## src/rtl/rxf_pkg.sv

```systemverilog
package rxf_pkg;
    localparam int unsigned OCT_W    = 8;
    localparam int unsigned N_OCT    = 6;
    localparam int unsigned CNT_W    = $clog2(N_OCT + 1);
    localparam int unsigned HWORD_W  = 16;
    localparam int unsigned HWORDS   = 4;
    localparam int unsigned IDX_W    = $clog2(HWORD_W * HWORDS);
    localparam int unsigned SEL_W    = $clog2(HWORDS);
    localparam int unsigned BIT_W    = $clog2(HWORD_W);
    localparam int unsigned CRC_W    = 32;
    localparam logic [CRC_W-1:0] CRC_POLY = 32'hEDB8_8320;
    localparam logic [CRC_W-1:0] CRC_SEED = '1;

    typedef struct packed {
        logic uni_ok;
        logic bc_ok;
    } match_st_t;

    typedef struct packed {
        logic valid;
        logic acc;
    } verdict_st_t;

    function automatic logic [CRC_W-1:0] crc_step(input logic [CRC_W-1:0] c,
                                                  input logic [OCT_W-1:0] b);
        logic [CRC_W-1:0] r;
        r = c ^ {{(CRC_W-OCT_W){1'b0}}, b};
        for (int i = 0; i < OCT_W; i++) begin
            r = r[0] ? ((r >> 1) ^ CRC_POLY) : (r >> 1);
        end
        return r;
    endfunction
endpackage

```

## src/rtl/rxf_octet_tracker.sv

```systemverilog
module rxf_octet_tracker
    import rxf_pkg::*;
#(
    parameter int unsigned NO = N_OCT,
    parameter int unsigned CW = CNT_W
) (
    input  logic          clk,
    input  logic          rst_n,
    input  logic          frame_start,
    input  logic          oct_valid,
    output logic          oct_take,
    output logic [CW-1:0] oct_idx,
    output logic          oct_last
);
    logic [CW-1:0] cnt_q, cnt_d;

    always_comb begin
        oct_idx  = frame_start ? '0 : cnt_q;
        oct_take = oct_valid && (oct_idx < CW'(NO));
        oct_last = oct_take && (oct_idx == CW'(NO - 1));
        cnt_d    = oct_take ? oct_idx + CW'(1) : oct_idx;
    end

    always_ff @(posedge clk or negedge rst_n) begin
        if (!rst_n) cnt_q <= '0;
        else        cnt_q <= cnt_d;
    end


    cnt_range_chk: assert property (@(posedge clk) disable iff (!rst_n)
        cnt_q <= CW'(NO));
endmodule

```

## src/rtl/rxf_crc_engine.sv

```systemverilog
module rxf_crc_engine
    import rxf_pkg::*;
(
    input  logic             clk,
    input  logic             rst_n,
    input  logic             frame_start,
    input  logic             oct_take,
    input  logic [OCT_W-1:0] oct_data,
    output logic [IDX_W-1:0] hash_idx
);
    logic [CRC_W-1:0] crc_q, crc_d, crc_cur;

    always_comb begin
        crc_cur  = frame_start ? CRC_SEED : crc_q;
        crc_d    = oct_take ? crc_step(crc_cur, oct_data) : crc_cur;
        hash_idx = crc_d[CRC_W-1 -: IDX_W];
    end

    always_ff @(posedge clk or negedge rst_n) begin
        if (!rst_n) crc_q <= CRC_SEED;
        else        crc_q <= crc_d;
    end


    seed_chk: assert property (@(posedge clk) disable iff (!rst_n)
        (frame_start && !oct_take) |=> (crc_q == CRC_SEED));
endmodule

```

## src/rtl/rxf_addr_match.sv

```systemverilog
module rxf_addr_match
    import rxf_pkg::*;
#(
    parameter int unsigned NO = N_OCT,
    parameter int unsigned CW = CNT_W
) (
    input  logic             clk,
    input  logic             rst_n,
    input  logic             frame_start,
    input  logic             oct_take,
    input  logic [CW-1:0]    oct_idx,
    input  logic [OCT_W-1:0] oct_data,
    input  logic [OCT_W-1:0] station_oct [NO],
    output logic             uni_hit,
    output logic             bc_hit
);
    match_st_t st_q, st_d, st_cur;
    logic [OCT_W-1:0] want;

    always_comb begin
        st_cur = frame_start ? '{uni_ok: 1'b1, bc_ok: 1'b1} : st_q;
        want   = station_oct[oct_idx];
        st_d   = st_cur;
        if (oct_take) begin
            st_d.uni_ok = st_cur.uni_ok && (oct_data == want);
            st_d.bc_ok  = st_cur.bc_ok  && (oct_data == '1);
        end
        uni_hit = st_d.uni_ok;
        bc_hit  = st_d.bc_ok;
    end

    always_ff @(posedge clk or negedge rst_n) begin
        if (!rst_n) st_q <= '{uni_ok: 1'b1, bc_ok: 1'b1};
        else        st_q <= st_d;
    end


    bc_clear_chk: assert property (@(posedge clk) disable iff (!rst_n)
        (oct_take && oct_data != '1) |=> !st_q.bc_ok);
endmodule

```

## src/rtl/rx_dest_filter.sv

```systemverilog
module rx_dest_filter
    import rxf_pkg::*;
(
    input  logic               clk,
    input  logic               rst_n,
    input  logic               cfg_rx_en,
    input  logic               cfg_promisc,
    input  logic               cfg_hash_en,
    input  logic [HWORD_W-1:0] sta_w0,
    input  logic [HWORD_W-1:0] sta_w1,
    input  logic [HWORD_W-1:0] sta_w2,
    input  logic [HWORD_W-1:0] hash_w0,
    input  logic [HWORD_W-1:0] hash_w1,
    input  logic [HWORD_W-1:0] hash_w2,
    input  logic [HWORD_W-1:0] hash_w3,
    input  logic               frame_start,
    input  logic               oct_valid,
    input  logic [OCT_W-1:0]   oct_data,
    output logic               decide_valid,
    output logic               accept
);
    localparam int unsigned OPW = HWORD_W / OCT_W;

    logic [HWORD_W-1:0] swords [N_OCT / OPW];
    logic [HWORD_W-1:0] hwords [HWORDS];
    logic [OCT_W-1:0]   station_oct [N_OCT];

    assign swords[0] = sta_w0;
    assign swords[1] = sta_w1;
    assign swords[2] = sta_w2;
    assign hwords[0] = hash_w0;
    assign hwords[1] = hash_w1;
    assign hwords[2] = hash_w2;
    assign hwords[3] = hash_w3;

    // first octet of each word sits in the upper byte
    for (genvar k = 0; k < N_OCT; k++) begin : g_sta
        assign station_oct[k] =
            swords[k / OPW][HWORD_W - 1 - (k % OPW) * OCT_W -: OCT_W];
    end

    logic             oct_take, oct_last, uni_hit, bc_hit;
    logic [CNT_W-1:0] oct_idx;
    logic [IDX_W-1:0] hash_idx;
    logic             hash_bit;

    rxf_octet_tracker u_trk (
        .clk(clk), .rst_n(rst_n), .frame_start(frame_start),
        .oct_valid(oct_valid), .oct_take(oct_take), .oct_idx(oct_idx),
        .oct_last(oct_last));

    rxf_crc_engine u_crc (
        .clk(clk), .rst_n(rst_n), .frame_start(frame_start),
        .oct_take(oct_take), .oct_data(oct_data), .hash_idx(hash_idx));

    rxf_addr_match u_match (
        .clk(clk), .rst_n(rst_n), .frame_start(frame_start),
        .oct_take(oct_take), .oct_idx(oct_idx), .oct_data(oct_data),
        .station_oct(station_oct), .uni_hit(uni_hit), .bc_hit(bc_hit));

    verdict_st_t vd_q, vd_d;

    always_comb begin
        hash_bit = hwords[hash_idx[IDX_W-1 -: SEL_W]][hash_idx[BIT_W-1:0]];
        vd_d = vd_q;
        if (frame_start) vd_d = '0;
        if (oct_last) begin
            vd_d.valid = 1'b1;
            vd_d.acc   = cfg_rx_en &&
                         (cfg_promisc || uni_hit || bc_hit ||
                          (cfg_hash_en && hash_bit));
        end
    end

    always_ff @(posedge clk or negedge rst_n) begin
        if (!rst_n) vd_q <= '0;
        else        vd_q <= vd_d;
    end

    assign decide_valid = vd_q.valid;
    assign accept       = vd_q.acc;


    acc_needs_valid_chk: assert property (@(posedge clk) disable iff (!rst_n)
        accept |-> decide_valid);

    hold_chk: assert property (@(posedge clk) disable iff (!rst_n)
        (decide_valid && !frame_start) |=> (decide_valid && $stable(accept)));

    clear_chk: assert property (@(posedge clk) disable iff (!rst_n)
        frame_start |=> !decide_valid);

    rx_off_chk: assert property (@(posedge clk) disable iff (!rst_n)
        (oct_last && !cfg_rx_en) |=> (decide_valid && !accept));

    promisc_chk: assert property (@(posedge clk) disable iff (!rst_n)
        (oct_last && cfg_rx_en && cfg_promisc) |=> accept);
endmodule

```

## config.mk

```make
export PLATFORM = sky130hd
export DESIGN_NAME = rx_dest_filter
export DESIGN_NICKNAME = d
export VERILOG_FILES = /design/src/rtl/rxf_pkg.sv /design/src/rtl/rxf_octet_tracker.sv /design/src/rtl/rxf_crc_engine.sv /design/src/rtl/rxf_addr_match.sv /design/src/rtl/rx_dest_filter.sv
export SDC_FILE = /design/constraint.sdc
export NUM_CORES = 1
export LEC_CHECK = 0
export BUFFER_PORTS_ARGS = -buffer_cell sky130_fd_sc_hd__buf_2
export CORE_ASPECT_RATIO = 0.9
export CORE_MARGIN = 4
export CORE_UTILIZATION = 53
export CTS_BUF_LIST = sky130_fd_sc_hd__clkbuf_16
export DETAILED_ROUTE_END_ITERATION = 8
export PLACE_DENSITY = 0.87
export SYNTH_ARGS = -nofsm -noshare
export SYNTH_HDL_FRONTEND = slang
export SYNTH_SLANG_ARGS = --single-unit
```

## constraint.sdc

```tcl
create_clock -name clk -period 3.7 [get_ports clk]
set_input_delay 0.185 -clock clk [delete_from_list [all_inputs] [get_ports clk]]
set_output_delay 0.185 -clock clk [all_outputs]
set_load 0.01 [all_outputs]
```

==> results of run 1 <==
-- cells in the final DEF (no fill, tap or decap), drive strengths merged, types with 6 or more instances in the layout --
cell type / synthesis / layout
a31oi: 7 / 7
a211oi: 18 / 18
xnor2: 57 / 57
buf: 22 / 139
nor3: 12 / 12
or3: 6 / 6
nor2b: 9 / 9
nor2: 64 / 64
o22a: 12 / 12
a21oi: 37 / 37
nand2: 17 / 17
xor2: 24 / 24
o21ai: 38 / 38
mux2i: 28 / 28
dfstp: 34 / 34
o211a: 6 / 6
inv: 17 / 18
-- worst reg2reg max path, stage by stage (launching register included) --
cell      delay, ns
dfstp_2        0.58
xnor2_1        0.09
or3_1          0.42
nand2_2        0.19
xnor3_1        0.43
a21oi_2        0.46
nor2_1         0.07
and3_1         0.20
a2111o_1       0.38
a41oi_1        0.17
-- report_power, final --
part | switching, mW | internal, mW | total [mW] | leakage (nW)
clock | 0.177 | 0.246 | 0.423 | 0.0710
combinational | 1.10 | 0.918 | 2.01 | 1.71
sequential | 0.170 | 0.700 | 0.870 | 0.425
total | 1.44 | 1.86 | 3.31 | 2.20
-- state kept, by name, indices dropped and copies added (netlist names) --
signal        count
decide_valid      1
u_match.st_q      2
u_crc.crc_q      32
u_trk.cnt_q       3
accept            1
-- area by class of cell --
type                            count  area, um^2
Sequential cell                    39        1020
Clock buffer                        5         125
Inverter                           18        67.6
Fill cell                         631        2710
Timing Repair Buffer              139         723
Clock inverter                      3        16.3
Multi-Input combinational cell    397        2810
Tap cell                           96         120
-- metal layers --
metal  routed length (um)  up-vias
met1                 4920     1941
met4                  320        0
met5                    0        -
met3                 1070       33
li1                     -     1961
met2                 5850      252
-- final timing paths --
| path | endpoint | slack (ns) | startpoint |
|---|---|---|---|
| max | accept | 0.64 | u_crc.crc_q[1] |
| min | u_trk.cnt_q[1] | 0.04 | rst_n |
| max reg2reg | accept | 0.64 | u_crc.crc_q[1] |
| min reg2reg | u_match.st_q[1] | 0.50 | u_match.st_q[1] |
| max in group asynchronous | decide_valid | 3.10 | rst_n |
| min in group clk | u_trk.cnt_q[1] | 0.17 | oct_valid |
-- logic make-up after synthesis --
logic type	count (synthesis)	share of synthesized area (%)
XOR/XNOR	84	19.5
AND/OR/NAND/NOR	134	15.3
multiplexers	32	8.21
flip-flops	39	24.6
buffers and inverters	63	7.97
AO/OA/AOI/OAI	145	23.9
adder cells (fa/ha/maj)	2	0.604
==> results.tsv, run 1 <==
metric	value	unit
status	finished clean	
EDFF count, synth	0	
max_cap viols	0	
Place WS	0.632	ns
Max VDD drop	0.000304	V
clock root buffer master	clkbuf_16	
via count	4187	
CTS tree	yes	
synthesized flop and latch total	39	
clock skew	0.0100	ns
reg2reg path depth	9	
met1 Resource Use GR	33.2	%
Sink Count	39	
hold buffers post-CTS	0	
top_reg_cell synth	dfstp_2	
critical path depth	9	
busiest grt layer	met2	
Synth top area share	21.6	%
Rel. slew slack	39.3	%
Finished Cell Area	4880	um^2
Cell Area, Placed	4740	um^2
critical path's top delay family	compound AO/OA/AOI/OAI gates	
largest net degree at the start of global routing	51	
CTS H-Tree Depth	2	
first-pass GRT wire length	19300	um
post-synth net total	628	
RSZ-0062 raised after global routing	false	
GR met3 Demand/Resource	3.65	%
period utilisation layout	82.8	%
post-route setup slack	0.638	ns
Vias per Instance	6.01	
WL final	12200	um
crit-path cells	xnor2_1 -> or3_1 -> nand2_2 -> xnor3_1 -> a21oi_2 -> nor2_1 -> and3_1 -> a2111o_1 -> a41oi_1	
layout cells sized above 1	32.6	%
Final ANT Viol Nets	0	
Die H	91.9	um
syn_area_per_cell	8.31	um^2
Hold Vio Cnt, Final	0	
most common library cells after synthesis	nor2_1 (64), xnor2_1 (55), o21ai_0 (36)	
count leader, synth	nor2_1	
Post-synth ARST share	100	%
Syn Std Cell Area	4150	um^2
post-synthesis cell count	499	
Final Non-Filler Cells	697	
Worst Setup Path Type	register to register	
cts bufs inserted	5	
CTS max path bufs	2	
Final Core Density	64.3	%
Critical path buffers and inverters	0	
CP startpoint kind	register	
# Post-CTS Setup Buffers	0	
Reg clk slew, reported paths	0.06	ns
CTS resizes	0	
worst stage delay on the critical path	0.58	ns
grt met2 use	43.1	%
CORE AREA	7580	um^2
fmax	0.327	GHz
vias in the first global route	3981	
Starting Density	54.7	%
Critical Path AT	3.26	ns
die width	101	um
routability congestion estimate	0.957	
remaining routing DRC violations	0	
FP Rows	30	
input/output buffers	128	
antenna diode instance count	0	
minimum clock period	3.06	ns
Cell Pwr Density	678	nW/um^2
initial antenna violation count	0	
Worst Tran Pin Value	0.903	ns
io pins	129	
Yosys Warn Count	0	
gr usage total	25.5	%
Worst path slowest cell	dfstp_2	
area leader, netlist	dfstp_2	
Setup-failing EPs final	0	
clk_lat worst skew	0.29	ns
Detailed Route Iter0 Violations	476	
Critical Path RT	3.90	ns
synth-to-layout area growth	17.7	%
hold crit path type	primary input to asynchronous set/reset pin	
Synth cell types	65	
Worst Hold Slack	0.0362	ns
CP Capture Type	register	
Final nets	729	
fin. max-slew vios	0	
Leakage	2.20	nW
register area share after synthesis	24.6	%
Synth area leaders	dfstp_2 (22%), xnor2_1 (12%), mux2i_1 (6.8%), nor2_1 (5.8%), xor2_1 (5.1%)	
total chip power	3.31	mW
worst-path maximum fanout	11	
half-perimeter wire length after placement	8960	um
total grt overflow	0	
Placed Cells	689	
Avg WL per Cell	17.5	um
DR pass1 iterations	6	
Fin Setup TNS	0	ns
die area	9300	um^2
No activity file was read; power rests on OpenSTA's default activity.
==> run 2, diff against run 1 <==
ABC_AREA = 1   (was unset)
CORE_UTILIZATION = 48   (was 53)
PLACE_DENSITY = 0.84   (was 0.87)
clock period = 2.8 ns   (was 3.7 ns; I/O delays follow)
==> run 2 against run 1 <==
Die area rose by 7.8%. Via count rose by 7.7%. Final area rose by 1.2%. Largest power group unchanged. Clock power rose by 77%.
==> results.tsv, run 2 <==
metric	value	unit
hold crit path type	primary input to register	
cts bufs inserted	5	
CTS max path bufs	2	
Max VDD drop	0.000289	V
Hold Vio Cnt, Final	0	
area leader, netlist	dfstp_2	
top_reg_cell synth	dfstp_2	
layout cells sized above 1	33.9	%
vias in the first global route	4238	
clk_lat worst skew	0.29	ns
Synth Area in Adders	0.614	%
Final Core Density	60.6	%
Setup-failing EPs final	0	
Worst Setup Path Type	register to register	
Vias per Instance	5.55	
fmax	0.395	GHz
simple-gate share of the synthesized area	43.4	%
antenna diode instance count	0	
gr usage total	24.1	%
crit-path cells	nand2_4 -> inv_4 -> nor2_1 -> o22ai_1 -> nand2_1 -> o21ai_0 -> xor2_1 -> nor3_1 -> nand2_1 -> a21oi_1 -> nor2_1 -> nand2_1 -> nand2_1 -> nand2_1	
total grt overflow	0	
period utilisation layout	90.3	%
post-synthesis mux area share	0	%
DR pass1 iterations	5	
Finished Cell Area	4930	um^2
CTS tree	yes	
CTS H-Tree Depth	2	
cell mode on critical path	nand2_1	
first-pass GRT wire length	19800	um
Final ANT Viol Nets	0	
Syn Std Cell Area	4080	um^2
worst-path maximum fanout	26	
compound-cell area share of the yosys netlist	11.4	%
input/output buffers	128	
leading cell types in the layout, fill and taps excluded	nand2_1 (152), buf_2 (128), nand3_1 (104)	
Detailed Route Iter0 Violations	360	
commonest non-fill, non-tap cell in the layout	nand2_1	
Worst path slowest cell	dfrtp_1	
remaining routing DRC violations	0	
status	finished clean	
Leakage	2.49	nW
WL final	12000	um
fin. max-slew vios	0	
Yosys Warn Count	0	
Post-synth ARST share	100	%
EDFF count, synth	0	
routability congestion estimate	0.924	
Reg clk slew, reported paths	0.06	ns
CP startpoint kind	register	
minimum clock period	2.53	ns
Synth top area share	21.9	%
main combinational cell family by area after synthesis	simple AND/OR/NAND/NOR gates	
clock skew	0.00552	ns
clock root buffer master	clkbuf_16	
max_cap viols	0	
Avg WL per Cell	14.7	um
Cell Pwr Density	634	nW/um^2
count leader, synth	nand2_1	
Rel. slew slack	43.9	%
critical path's top delay family	simple AND/OR/NAND/NOR gates	
post-synth net total	725	
initial antenna violation count	0	
fillers	735	
largest net degree at the start of global routing	40	
die width	105	um
Final nets	842	
Die H	95.4	um
Critical path buffers and inverters	1	
Largest regs	u_crc.crc_q (32), u_trk.cnt_q (3), u_match.st_q (2)	
Fin Setup TNS	0	ns
Worst Tran Pin Value	0.841	ns
CP Capture Type	register	
most common library cells after synthesis	nand2_1 (152), nand3_1 (104), nor2_1 (45)	
synth-to-layout area growth	21.1	%
Synth cell types	43	
half-perimeter wire length after placement	9320	um
post-synthesis cell count	596	
Largest register FFs	32	
register area share after synthesis	25.0	%
via count	4510	
Cell Area, Placed	4730	um^2
Critical Path AT	2.76	ns
CORE AREA	8150	um^2
syn_area_per_cell	6.84	um^2
Critical Path RT	3.03	ns
Starting Density	50.0	%
RSZ-0062 raised after global routing	false	
Largest Register	u_crc.crc_q	
Synth Area in XOR/XNOR	12.0	%
Synth area leaders	dfstp_2 (22%), nand2_1 (14%), nand3_1 (13%), xor2_1 (9.0%), o21ai_0 (5.4%)	
worst stage delay on the critical path	0.50	ns
FP Rows	31	
die area	10000	um^2
synthesized flop and latch total	39	
Sink Count	39	
io pins	129	
==> run 2: cell types whose count changed after synthesis, moves of 18 or more <==
cell / change
nand2_1: +136
nand3_1: +100
xnor2_1: -48
mux2i_1: -28
a21oi_1: -24
nor2_1: -19
a211oi_1: -18
nand2_2: +18
xor2_1: +18
==> run 2: path summary, 6_finish.rpt <==
| check | from | to | slack, ns | cells after the start |
|---|---|---|---|---|
| max | u_trk.cnt_q[0] | accept | 0.27 | 14 |
| min | cfg_rx_en | accept | 0.17 | 5 |
| min reg2reg | decide_valid | decide_valid | 0.49 | 2 |
| max reg2reg | u_trk.cnt_q[0] | accept | 0.27 | 14 |
| max in group asynchronous | rst_n | accept | 1.78 | 2 |
| min in group asynchronous | rst_n | u_trk.cnt_q[0] | 0.50 | 2 |
==> run 2: power breakdown <==
| group | internal, mW | total, mW | switching (mW) |
|---|---|---|---|
| Combinational | 0.551 | 1.49 | 0.936 |
| Clock | 0.510 | 0.749 | 0.238 |
| Sequential | 0.810 | 0.893 | 0.0821 |
| Total | 1.87 | 3.13 | 1.26 |
==> run 2: routing by layer <==
layer	global-route usage (%)	wire length [um]
met5	0	0
met4	5.90	162
met3	3.79	843
met2	42.5	5890
met1	31.2	5060
==> run 2: layout make-up <==
class	count	area, um^2	area share [%]
Multi-Input combinational cell	494	2750	55.7
Sequential cell	39	1020	20.6
Timing Repair Buffer	135	696	14.1
Inverter	38	155	3.14
Clock buffer	5	125	2.54
Tap cell	99	124	2.51
Clock inverter	3	67.6	1.37
==> run 2: cell families after synthesis <==
| kind of cell | count (synthesis) |
|---|---|
| and+or+nand+nor | 361 |
| AOI/OAI and AO/OA | 79 |
| buffers and inverters | 63 |
| xor gates and xnor gates | 52 |
| DFF | 39 |
| adders and majority gates | 2 |
==> run 2: worst reg2reg max path: cells and delay by family, from the launching register on <==
kind	cells	cell delay, ns
AOI/OAI and AO/OA	3	0.55
buffers and inverters	1	0.24
xor gates and xnor gates	1	0.10
DFF	1	0.50
and+or+nand+nor	9	1.08
==> run 2: timing repair <==
item | CTS | global route
hold buffers | 1 | 0
endpoints found under the hold margin | 5 | 0
gates resized for setup | 0 | 2
endpoints found under the setup margin | 0 | 1
buffers inserted | 0 | 0
==> run 2: per-stage QoR <==
step	instances	hold WS, ns	setup slack (ns)	power, mW
6_report	813	0.169	0.271	3.13
5_1_grt	813	0.249	0.000990	3.36
4_1_cts	813	0.168	0.238	3.12
3_5_place_dp	804	0.295	0.129	2.35
3_3_place_gp	804	0.292	0.173	2.31
2_1_floorplan	596	-0.156	0.694	2.00
==> run 3, diff against run 2 <==
ABC_AREA = unset   (was 1)
PLACE_DENSITY = unset   (was 0.84)
PLACE_DENSITY_LB_ADDON = 0.1   (was unset)
REMOVE_ABC_BUFFERS = 1   (was unset)
==> run 3 against run 2 <==
The flow now finishes with violations (setup timing). Flip-flop and latch count unchanged. First-iteration DRC count decreased by 26%. Global-route usage decreased by 0.91 points. Critical path type unchanged. Largest cell class unchanged. Largest power group unchanged.
==> results.tsv, run 3 (synthesis results as in run 1) <==
metric	value	unit
minimum clock period	2.80	ns
Worst Setup Path Type	register to register	
die area	10200	um^2
fmax	0.357	GHz
synth-to-layout area growth	30.4	%
worst stage delay on the critical path	0.55	ns
worst-path maximum fanout	5	
Worst Tran Pin Value	0.908	ns
CP Capture Type	register	
Vias per Instance	5.53	
Largest Register	u_crc.crc_q	
CORE AREA	8220	um^2
Hold Vio Cnt, Final	0	
Sink Count	39	
cts bufs inserted	5	
largest net degree at the start of global routing	40	
antenna diode instance count	0	
max_cap viols	0	
Die H	96.2	um
gr usage total	23.2	%
failing checks	setup timing	
fin. max-slew vios	0	
CTS H-Tree Depth	2	
reg2reg path depth	11	
clk_lat worst skew	0.29	ns
commonest non-fill, non-tap cell in the layout	buf_2	
half-perimeter wire length after placement	9010	um
CTS max path bufs	2	
clock skew	0.00606	ns
Fin Setup TNS	-0.00285	ns
Placed Cells	736	
Critical Path AT	2.99	ns
period utilisation layout	100	%
hold crit path type	primary input to asynchronous set/reset pin	
Setup-failing EPs final	1	
Worst Hold Slack	0.00545	ns
Reg clk slew, reported paths	0.06	ns
status	finished with violations	
remaining routing DRC violations	0	
Avg WL per Cell	15.9	um
Final nets	774	
Worst path slowest cell	dfstp_2	
input/output buffers	128	
via count	4207	
Critical Path RT	2.99	ns
DR pass1 iterations	5	
routability congestion estimate	0.952	
WL final	12100	um
leading cell types in the layout, fill and taps excluded	buf_2 (128), nor2_1 (64), xnor2_1 (54)	
Largest register FFs	32	
Final Core Density	65.7	%
Largest regs	u_crc.crc_q (32), u_trk.cnt_q (3), u_match.st_q (2)	
Max VDD drop	0.000423	V
CP startpoint kind	register	
Leakage	2.48	nW
Starting Density	50.4	%
post-route setup slack	-0.00285	ns
first-pass GRT wire length	19400	um
Cell Pwr Density	918	nW/um^2
Detailed Route Iter0 Violations	265	
RSZ-0062 raised after global routing	true	
Final ANT Viol Nets	0	
io pins	129	
Rel. slew slack	39.5	%
die width	106	um
vias in the first global route	4191	
Reg2Reg Setup Slack	-0.003	ns
layout cells sized above 1	39.2	%
total grt overflow	0	
CTS tree	yes	
clock root buffer master	clkbuf_16	
FP Rows	31	
initial antenna violation count	0	
fillers	728	
crit-path cells	xnor2_1 -> or3_4 -> buf_4 -> a31oi_4 -> buf_4 -> clkbuf_16 -> buf_4 -> o221ai_2 -> a31o_1 -> a2111o_1 -> a41oi_1	
cell mode on critical path	buf_4	
Final Non-Filler Cells	761	
hold buffers post-CTS	0	
## run 3: cell count changes in the layout (fill, tap and decap cells not counted), sizes merged, moves of 21 or more
cell / change
mux2i: +28
xor2: -21
nand3: -101
nand2: -169
xnor2: +50
inv: -21
buf: +48
a21oi: +26
## run 3: worst paths after layout
kind	startpoint	endpoint
setup reg to reg	u_crc.crc_q[7]	accept
max in group asynchronous	rst_n	u_trk.cnt_q[2]
hold / removal	rst_n	accept
hold reg to reg	u_match.st_q[1]	u_match.st_q[1]
setup / recovery	u_crc.crc_q[7]	accept
min in group clk	oct_valid	u_trk.cnt_q[1]
## run 3: layer usage
metal	share of wire (%)	up-vias	GRT usage, %	routed length (um)
li1	-	2052	-	-
met1	45	2019	29.7	5470
met2	48	125	40.8	5830
met3	5.9	11	4.36	717
met4	0.81	0	5.50	98
met5	0	-	0	0
## run 3: layout make-up
cell class                      count  area, um^2  area share [%]
Multi-Input combinational cell    397        2860            52.9
Timing Repair Buffer              184        1140            21.2
Sequential cell                    39        1020            18.8
Tap cell                          115         144            2.66
Clock buffer                        5         125            2.32
Inverter                           18        67.6            1.25
Clock inverter                      3        43.8           0.810
## run 3: what timing repair did
| item | CTS | global route |
|---|---|---|
| pin swaps | 0 | 9 |
| setup buffers | 0 | 15 |
| endpoints found under the setup margin | 1 | 1 |
| resized for setup | 1 | 15 |
| gates cloned | 0 | 2 |
## run 3: power by group
part / total (mW) / internal, mW / switching, mW
Sequential: 1.11 / 0.923 / 0.190
Combinational: 3.19 / 1.61 / 1.58
Clock: 0.656 / 0.420 / 0.236
Total: 4.96 / 2.96 / 2.00
## run 3: critical path, delay by kind of cell (launching register included)
kind,cells,cell delay (ns)
flops,1,0.55
xor+xnor,1,0.11
compound gates,5,1.14
simple gates,1,0.37
buf+inv,4,0.54
## run 3: metrics by stage
step / worst slack (ns) / area [um^2] / power (mW)
final: -0.00285 / 5400 / 4.96
after CTS: 0.0178 / 5170 / 4.64
after detailed placement: 0.0116 / 4990 / 3.96
after global placement: 0.0667 / 4990 / 3.91
after global routing: -0.105 / 5400 / 5.30
after floorplan: -1.02 / 3880 / 3.09
